File: config.mk
export PLATFORM = sky130hd
export DESIGN_NAME = uop_node_builder
export DESIGN_NICKNAME = d
export VERILOG_FILES = /design/src/rtl/unb_pkg.sv /design/src/rtl/uop_dep_hist.sv /design/src/rtl/uop_run_nodes.sv /design/src/rtl/uop_node_builder.sv
export SDC_FILE = /design/constraint.sdc
export NUM_CORES = 2
export LEC_CHECK = 0
export BUFFER_PORTS_ARGS = -buffer_cell sky130_fd_sc_hd__buf_2
export CELL_PAD_IN_SITES_DETAIL_PLACEMENT = 0
export CELL_PAD_IN_SITES_GLOBAL_PLACEMENT = 1
export CORE_MARGIN = 1
export CORE_UTILIZATION = 34
export DETAILED_ROUTE_END_ITERATION = 8
export GPL_TIMING_DRIVEN = 0
export PLACE_DENSITY_LB_ADDON = 0.2
export SETUP_SLACK_MARGIN = 0.2
export SYNTH_ARGS = -nofsm -noshare
export SYNTH_HDL_FRONTEND = slang
export SYNTH_SLANG_ARGS = --single-unit
export TNS_END_PERCENT = 10
File: constraint.sdc
create_clock -name clk -period 11.9 [get_ports clk]
set_input_delay 3.57 -clock clk [delete_from_list [all_inputs] [get_ports clk]]
set_output_delay 3.57 -clock clk [all_outputs]
set_load 0.02 [all_outputs]
File: src/rtl/unb_pkg.sv
package unb_pkg;
    localparam int KIND_W     = 3;
    localparam int KIND_INSTR = 0;
    localparam int KIND_LOAD  = 1;
    localparam int KIND_STORE = 2;

    typedef logic [KIND_W-1:0] kind_t;

    typedef enum logic {
        PH_TAKE  = 1'b0,
        PH_DRAIN = 1'b1
    } phase_e;
endpackage

File: src/rtl/uop_dep_hist.sv
module uop_dep_hist #(
    parameter int TS_W  = 32,
    parameter int ID_W  = 16,
    parameter int DEPTH = 4
) (
    input  logic            clk,
    input  logic            rst_n,
    input  logic            clear,
    input  logic            push,
    input  logic [TS_W-1:0] push_ct,
    input  logic [ID_W-1:0] push_id,
    input  logic [TS_W-1:0] probe_it,
    output logic            hit,
    output logic [ID_W-1:0] hit_id
);
    typedef struct packed {
        logic [DEPTH-1:0]           vld;
        logic [DEPTH-1:0][TS_W-1:0] ct;
        logic [DEPTH-1:0][ID_W-1:0] id;
    } hist_t;

    hist_t st_d, st_q;
    logic [DEPTH-1:0] older_done;

    // entry 0 is the youngest request
    always_comb begin
        st_d = st_q;
        if (clear) begin
            st_d.vld = '0;
        end else if (push) begin
            for (int i = DEPTH - 1; i >= 1; i--) begin
                st_d.vld[i] = st_q.vld[i-1];
                st_d.ct[i]  = st_q.ct[i-1];
                st_d.id[i]  = st_q.id[i-1];
            end
            st_d.vld[0] = 1'b1;
            st_d.ct[0]  = push_ct;
            st_d.id[0]  = push_id;
        end
    end

    always_ff @(posedge clk) begin
        if (!rst_n) begin
            st_q <= '0;
        end else begin
            st_q <= st_d;
        end
    end

    genvar g;
    generate
        for (g = 0; g < DEPTH; g++) begin : g_cmp
            assign older_done[g] = st_q.vld[g] && (st_q.ct[g] < probe_it);
        end
    endgenerate

    // youngest-first priority: the lowest index wins
    always_comb begin
        hit    = 1'b0;
        hit_id = '0;
        for (int i = DEPTH - 1; i >= 0; i--) begin
            if (older_done[i]) begin
                hit    = 1'b1;
                hit_id = st_q.id[i];
            end
        end
    end
endmodule

File: src/rtl/uop_run_nodes.sv
module uop_run_nodes
    import unb_pkg::*;
#(
    parameter int ID_W   = 16,
    parameter int SIZE_W = 16,
    parameter int WGT_W  = 32,
    parameter int SLOTS  = 4,
    localparam int IDX_W = (SLOTS > 1) ? $clog2(SLOTS) : 1,
    localparam int CNT_W = $clog2(SLOTS + 1)
) (
    input  logic             clk,
    input  logic             rst_n,
    input  logic             clear,
    input  logic             alloc,
    input  logic [ID_W-1:0]  alloc_id,
    input  logic [WGT_W-1:0] alloc_weight,
    input  logic             alloc_has_dep,
    input  logic [ID_W-1:0]  alloc_dep_id,
    input  kind_t            alloc_kind,
    input  logic             join_en,
    input  logic [IDX_W-1:0] join_idx,
    input  logic [WGT_W-1:0] join_weight,
    input  logic             key_has_dep,
    input  logic [ID_W-1:0]  key_dep_id,
    output logic             match_hit,
    output logic [IDX_W-1:0] match_idx,
    output logic [CNT_W-1:0] count,
    input  logic [IDX_W-1:0] rd_idx,
    output logic [ID_W-1:0]  rd_id,
    output logic [SIZE_W-1:0] rd_size,
    output logic [WGT_W-1:0] rd_weight,
    output logic             rd_has_dep,
    output logic [ID_W-1:0]  rd_dep_id,
    output kind_t            rd_kind
);
    typedef struct packed {
        logic [CNT_W-1:0]             cnt;
        logic [SLOTS-1:0][ID_W-1:0]   id;
        logic [SLOTS-1:0][SIZE_W-1:0] size;
        logic [SLOTS-1:0][WGT_W-1:0]  weight;
        logic [SLOTS-1:0]             has_dep;
        logic [SLOTS-1:0][ID_W-1:0]   dep;
        logic [SLOTS-1:0][KIND_W-1:0] kind;
    } tab_t;

    tab_t tab_d, tab_q;
    logic [SLOTS-1:0] same_key;
    logic [IDX_W-1:0] wr_idx;

    assign wr_idx = IDX_W'(tab_q.cnt);

    always_comb begin
        tab_d = tab_q;
        if (clear) begin
            tab_d.cnt = '0;
        end else if (alloc) begin
            tab_d.id[wr_idx]      = alloc_id;
            tab_d.size[wr_idx]    = SIZE_W'(1);
            tab_d.weight[wr_idx]  = alloc_weight;
            tab_d.has_dep[wr_idx] = alloc_has_dep;
            tab_d.dep[wr_idx]     = alloc_has_dep ? alloc_dep_id : '0;
            tab_d.kind[wr_idx]    = alloc_kind;
            tab_d.cnt             = tab_q.cnt + 1'b1;
        end else if (join_en) begin
            tab_d.size[join_idx]   = tab_q.size[join_idx] + 1'b1;
            tab_d.weight[join_idx] = tab_q.weight[join_idx] + join_weight;
        end
    end

    always_ff @(posedge clk) begin
        if (!rst_n) begin
            tab_q <= '0;
        end else begin
            tab_q <= tab_d;
        end
    end

    genvar g;
    generate
        for (g = 0; g < SLOTS; g++) begin : g_key
            assign same_key[g] = (CNT_W'(g) < tab_q.cnt)
                              && (tab_q.has_dep[g] == key_has_dep)
                              && (!key_has_dep || (tab_q.dep[g] == key_dep_id));
        end
    endgenerate

    always_comb begin
        match_hit = 1'b0;
        match_idx = '0;
        for (int i = SLOTS - 1; i >= 0; i--) begin
            if (same_key[i]) begin
                match_hit = 1'b1;
                match_idx = IDX_W'(i);
            end
        end
    end

    assign count      = tab_q.cnt;
    assign rd_id      = tab_q.id[rd_idx];
    assign rd_size    = tab_q.size[rd_idx];
    assign rd_weight  = tab_q.weight[rd_idx];
    assign rd_has_dep = tab_q.has_dep[rd_idx];
    assign rd_dep_id  = tab_q.dep[rd_idx];
    assign rd_kind    = tab_q.kind[rd_idx];
endmodule

File: src/rtl/uop_node_builder.sv
module uop_node_builder
    import unb_pkg::*;
#(
    parameter int TS_W       = 32,
    parameter int ID_W       = 16,
    parameter int SIZE_W     = 16,
    parameter int WGT_W      = 32,
    parameter int HIST_DEPTH = 4,
    parameter int RUN_NODES  = 4
) (
    input  logic              clk,
    input  logic              rst_n,
    input  logic              in_valid,
    output logic              in_ready,
    input  logic [TS_W-1:0]   in_rt,
    input  logic [TS_W-1:0]   in_it,
    input  logic [TS_W-1:0]   in_ct,
    input  logic [2:0]        in_kind,
    input  logic              in_last,
    output logic              out_valid,
    input  logic              out_ready,
    output logic [ID_W-1:0]   out_id,
    output logic [SIZE_W-1:0] out_size,
    output logic [WGT_W-1:0]  out_weight,
    output logic              out_has_dep,
    output logic [ID_W-1:0]   out_dep_id,
    output logic [2:0]        out_kind
);
    localparam int IDX_W = (RUN_NODES > 1) ? $clog2(RUN_NODES) : 1;
    localparam int CNT_W = $clog2(RUN_NODES + 1);

    typedef struct packed {
        phase_e           phase;
        logic [ID_W-1:0]  next_id;
        logic [TS_W-1:0]  prev_rt;
        logic [IDX_W-1:0] rd_idx;
    } ctl_t;

    ctl_t ctl_d, ctl_q;

    logic             dep_hit;
    logic [ID_W-1:0]  dep_id;
    logic             match_hit;
    logic [IDX_W-1:0] match_idx;
    logic [CNT_W-1:0] count;
    logic             is_req, grow, table_full, drain_first, take;
    logic             last_slot, drain_done;
    logic [TS_W-1:0]  rt_gap;
    logic [WGT_W-1:0] gap_w;
    kind_t            rd_kind;

    assign is_req      = |in_kind;
    assign grow        = is_req || !match_hit;
    assign table_full  = (count == CNT_W'(RUN_NODES));
    assign drain_first = (count != '0) && (is_req || (!match_hit && table_full));
    assign in_ready    = (ctl_q.phase == PH_TAKE) && !drain_first;
    assign take        = in_valid && in_ready;
    assign rt_gap      = in_rt - ctl_q.prev_rt;
    assign gap_w       = WGT_W'(rt_gap);
    assign out_valid   = (ctl_q.phase == PH_DRAIN);
    assign last_slot   = (ctl_q.rd_idx == IDX_W'(count - 1'b1));
    assign drain_done  = out_valid && out_ready && last_slot;
    assign out_kind    = rd_kind;

    uop_dep_hist #(
        .TS_W  (TS_W),
        .ID_W  (ID_W),
        .DEPTH (HIST_DEPTH)
    ) u_hist (
        .clk      (clk),
        .rst_n    (rst_n),
        .clear    (take && in_last),
        .push     (take && is_req),
        .push_ct  (in_ct),
        .push_id  (ctl_q.next_id),
        .probe_it (in_it),
        .hit      (dep_hit),
        .hit_id   (dep_id)
    );

    uop_run_nodes #(
        .ID_W   (ID_W),
        .SIZE_W (SIZE_W),
        .WGT_W  (WGT_W),
        .SLOTS  (RUN_NODES)
    ) u_nodes (
        .clk           (clk),
        .rst_n         (rst_n),
        .clear         (drain_done),
        .alloc         (take && grow),
        .alloc_id      (ctl_q.next_id),
        .alloc_weight  (gap_w),
        .alloc_has_dep (dep_hit),
        .alloc_dep_id  (dep_id),
        .alloc_kind    (kind_t'(in_kind)),
        .join_en       (take && !grow),
        .join_idx      (match_idx),
        .join_weight   (gap_w),
        .key_has_dep   (dep_hit),
        .key_dep_id    (dep_id),
        .match_hit     (match_hit),
        .match_idx     (match_idx),
        .count         (count),
        .rd_idx        (ctl_q.rd_idx),
        .rd_id         (out_id),
        .rd_size       (out_size),
        .rd_weight     (out_weight),
        .rd_has_dep    (out_has_dep),
        .rd_dep_id     (out_dep_id),
        .rd_kind       (rd_kind)
    );

    always_comb begin
        ctl_d = ctl_q;
        unique case (ctl_q.phase)
            PH_TAKE: begin
                if (take) begin
                    if (grow) begin
                        ctl_d.next_id = ctl_q.next_id + 1'b1;
                    end
                    ctl_d.prev_rt = in_last ? '0 : in_rt;
                    if (in_last) begin
                        ctl_d.phase  = PH_DRAIN;
                        ctl_d.rd_idx = '0;
                    end
                end else if (in_valid && drain_first) begin
                    ctl_d.phase  = PH_DRAIN;
                    ctl_d.rd_idx = '0;
                end
            end
            PH_DRAIN: begin
                if (out_ready) begin
                    if (last_slot) begin
                        ctl_d.phase  = PH_TAKE;
                        ctl_d.rd_idx = '0;
                    end else begin
                        ctl_d.rd_idx = ctl_q.rd_idx + 1'b1;
                    end
                end
            end
            default: ctl_d = ctl_q;
        endcase
    end

    always_ff @(posedge clk) begin
        if (!rst_n) begin
            ctl_q <= '{phase: PH_TAKE, next_id: '0, prev_rt: '0, rd_idx: '0};
        end else begin
            ctl_q <= ctl_d;
        end
    end
endmodule

==> flow_summary.ini <==
[power]
p_int_w = 0.00456
p_sw_w = 0.00294
switching_share_pct = 39.2
pwr-share-comb_pct = 39.1
clkPwrFrac_pct = 31.4
fin_total_pwr_w = 0.00749
p_seq_share_pct = 29.4
p_per_area_nw_per_um2 = 187
leakage_nw = 15.4
ir_drop_v = 0.000139

[synthesis]
avgSynthCellArea_um2 = 8.10
seq_area_frac_synth_pct = 35.1
synth_top_area_share_pct = 35.1
ys_warn_count = 0
syn_nets = 4425
synth_cells = 4127
synth_edf_count = 0
syn-cell-area_um2 = 33400
yosysTopAreaCell = dfxtp_1
synthTopCellsByArea = dfxtp_1, nand2_1, ha_1, a21oi_1, mux4_2
synthFlopType = dfxtp_1
synth.distinct_cells = 102
ys_ff_latch = 586
synth-async-reset-ratio_pct = 0

[grt]
antenna_found_initial = 2
grt_max_degree = 14
grtUsageTotal_pct = 27.6
grt-ovfl-total = 0
grt_pass1_wl_um = 207000
first_global_vias = 31200

[setup_path]
critPathBufInv = 7
crit_path_max_fanout = 6
endpoint_kind = output pin
crit_path_start_kind = input port
criticalPathCategory = in2out
cp_top_family = compound AO/OA/AOI/OAI gates
cp.arrival_ps = 8080
crit_required_ps = 8330
slowest_stage = or4_4
cpPeakStageDelay_ps = 600
crit_chain = buf_4 > inv_6 > ha_4 > a211o_1 > o211ai_2 > o211ai_4 > a2111o_1 > o32ai_4 > buf_12 > buf_8 > buf_8 > nor4_1 > a311o_1 > a221oi_2 > o2111ai_1 > or4_4 > o31a_1 > and2_4 > buf_6 > nand4_1 > a21oi_4 > nor2_1 > buf_4

[clock_network]
cts_hold_buf = 0
clock_latency_ps = 650
numClockSinks = 586
cts_tree = yes
clock-root-buffer = clkbuf_16
cts.reportedPaths.clkPinSlew_ps = 50
htreeDepth = 3
max-clock-path-buffers = 3
cts_buffers = 73

[layout]
layoutNonFillerInstCount = 5799
nets = 4770
layout-drive-gt1-share_pct = 15.2
n_antenna_cell = 0
nFillCells = 10000
final_cell_mix = nand2_1, dfxtp_1, a21oi_1
area_growth_pct = 19.8
final_common_cell = nand2_1

[drt]
ant_nets = 0
wl_per_cell_um = 24.2
drcViolationCount = 6
vias = 33000
drt_iter0_markers = 3172
viasPerCell = 5.68
drtPass1Iterations = 9
finalWirelength_um = 141000

[timing]
finalSetupViolCount = 0
fin_crit_sh_pct = 97.9
rsz0062_at_grt = yes
min_period_ps = 11650
slew_headroom_pct = 14.2
max_clock_freq_mhz = 85.8
slew_viol_final = 0
worst_slew_pin_slew_ps = 1290
skew_ps = 25.8
hold_viol_final = 0

[floorplanning]
start_util_pct = 34.5
die_area_um2 = 99500
io_pins = 190
rows = 114
die_y_um = 315
fp.dieW_um = 315
coreArea_um2 = 97000

[status]
violations = design-rule violations
status = finished with violations

[run]
drv_cap = 0

[placed_design]
port_buffers = 184
dp.cells = 5588
hpwl_um = 103000
gp_congestion = 0.950

[min_path]
hp-class = reg2reg
-- final timing paths --
check                                start  slack, ps                              end  cells past startpoint
min reg2reg  u_hist.st_q[160]$_SDFFE_PN0P_        450    u_hist.st_q[160]$_SDFFE_PN0P_                      2
min          u_hist.st_q[160]$_SDFFE_PN0P_        450    u_hist.st_q[160]$_SDFFE_PN0P_                      2
max                              in_it[29]        250                         in_ready                     23
max reg2reg   u_hist.st_q[93]$_SDFFE_PN0P_       3070  u_nodes.tab_q[207]$_SDFFE_PN0P_                     43
-- sequential cells by signal, summed over array words and instances (netlist names) --
signal,count
u_nodes.tab_q,336
u_hist.st_q,196
ctl_q,50
u_nodes.count,3
out_valid,1
-- power by group through the flow --
stage | registers, W | logic, W | clock network [W]
after global placement | 0.00224 | 0.00253 | 0
final | 0.00221 | 0.00293 | 0.00236
after floorplan | 0.00220 | 0.00169 | 0
after CTS | 0.00220 | 0.00276 | 0.00239
after detailed placement | 0.00224 | 0.00252 | 0
after global routing | 0.00222 | 0.00311 | 0.00247
-- through the flow --
stage	TNS, ps	hold slack, ps	setup slack [ps]	cell area (µm²)	utilization, %
final	0	453	251	40000	41.3
after global routing	0	465	119	40000	41.3
after CTS	0	450	203	39400	40.6
after detailed placement	-196130	442	-3420	35900	37.1
after global placement	-206410	439	-3620	35900	37.0
after floorplan	0	431	221	33400	-
-- final cells by class --
type	instances	area (µm²)	area share (%)
clock inverters	22	295	0.738
clock buffers	104	2180	5.44
multi-input cells	3104	20500	51.2
flip-flops and latches	586	11700	29.3
well taps	1276	1600	3.99
inverters	131	507	1.27
repair buffers	271	1750	4.37
plain buffers	305	1470	3.68
-- cells by family (layout without fill, tap and decap cells) --
group,Yosys count,after routing,share of synthesized area (%)
and+or+nand+nor,1562,1562,21.1
buffers and inverters,437,833,5.26
AOI/OAI and AO/OA,1122,1122,21.9
xor gates and xnor gates,140,140,3.67
muxes,86,86,5.72
DFF,586,586,35.1
adders and majority gates,194,194,7.31
-- what timing repair did --
item,CTS,global route
setup endpoints to repair,103,33
gates cloned,1,0
setup buffers,44,41
gates resized for setup,119,79
pin swaps,45,52
-- synthesized netlist by cell type, drive strengths merged, types with 6 or more instances --
| library cell | count |
|---|---|
| nor3b | 34 |
| nand4 | 60 |
| ha | 192 |
| xnor2 | 97 |
| o21bai | 7 |
| a22oi | 14 |
| nor2 | 354 |
| a221oi | 46 |
| o221ai | 26 |
| xor2 | 43 |
| a31oi | 23 |
| nor3 | 139 |
| o221a | 7 |
| nor2b | 21 |
| nand2 | 744 |
| o21ai | 203 |
| o22ai | 46 |
| nand3 | 96 |
| mux4 | 84 |
| o211ai | 9 |
| a311oi | 7 |
| inv | 131 |
| buf | 70 |
| a211oi | 73 |
| and3 | 12 |
| or3 | 24 |
| dfxtp | 586 |
| a41oi | 8 |
| a221o | 10 |
| or2 | 8 |
| a21oi | 469 |
| clkbuf | 236 |
| o211a | 57 |
| o31ai | 9 |
| nor4 | 17 |
| a21o | 23 |
| and4 | 6 |
| o21a | 24 |
| nand2b | 17 |
| and2 | 14 |
-- worst min-delay path, cell delays in order (launching register included) --
cell     delay [ps]
dfxtp_1         300
nand2_1          50
a21oi_1          50
-- routing by layer --
metal / global-route usage, % / routed length (µm) / vias to the layer above
met1: 36.9 / 61600 / 15900
met2: 44.8 / 64400 / 1278
met4: 10.9 / 5640 / 4
met3: 3.88 / 8880 / 300
met5: 0 / 21 / -
li1: - / - / 15400
Note: power is estimated with default switching activity, not from simulation.
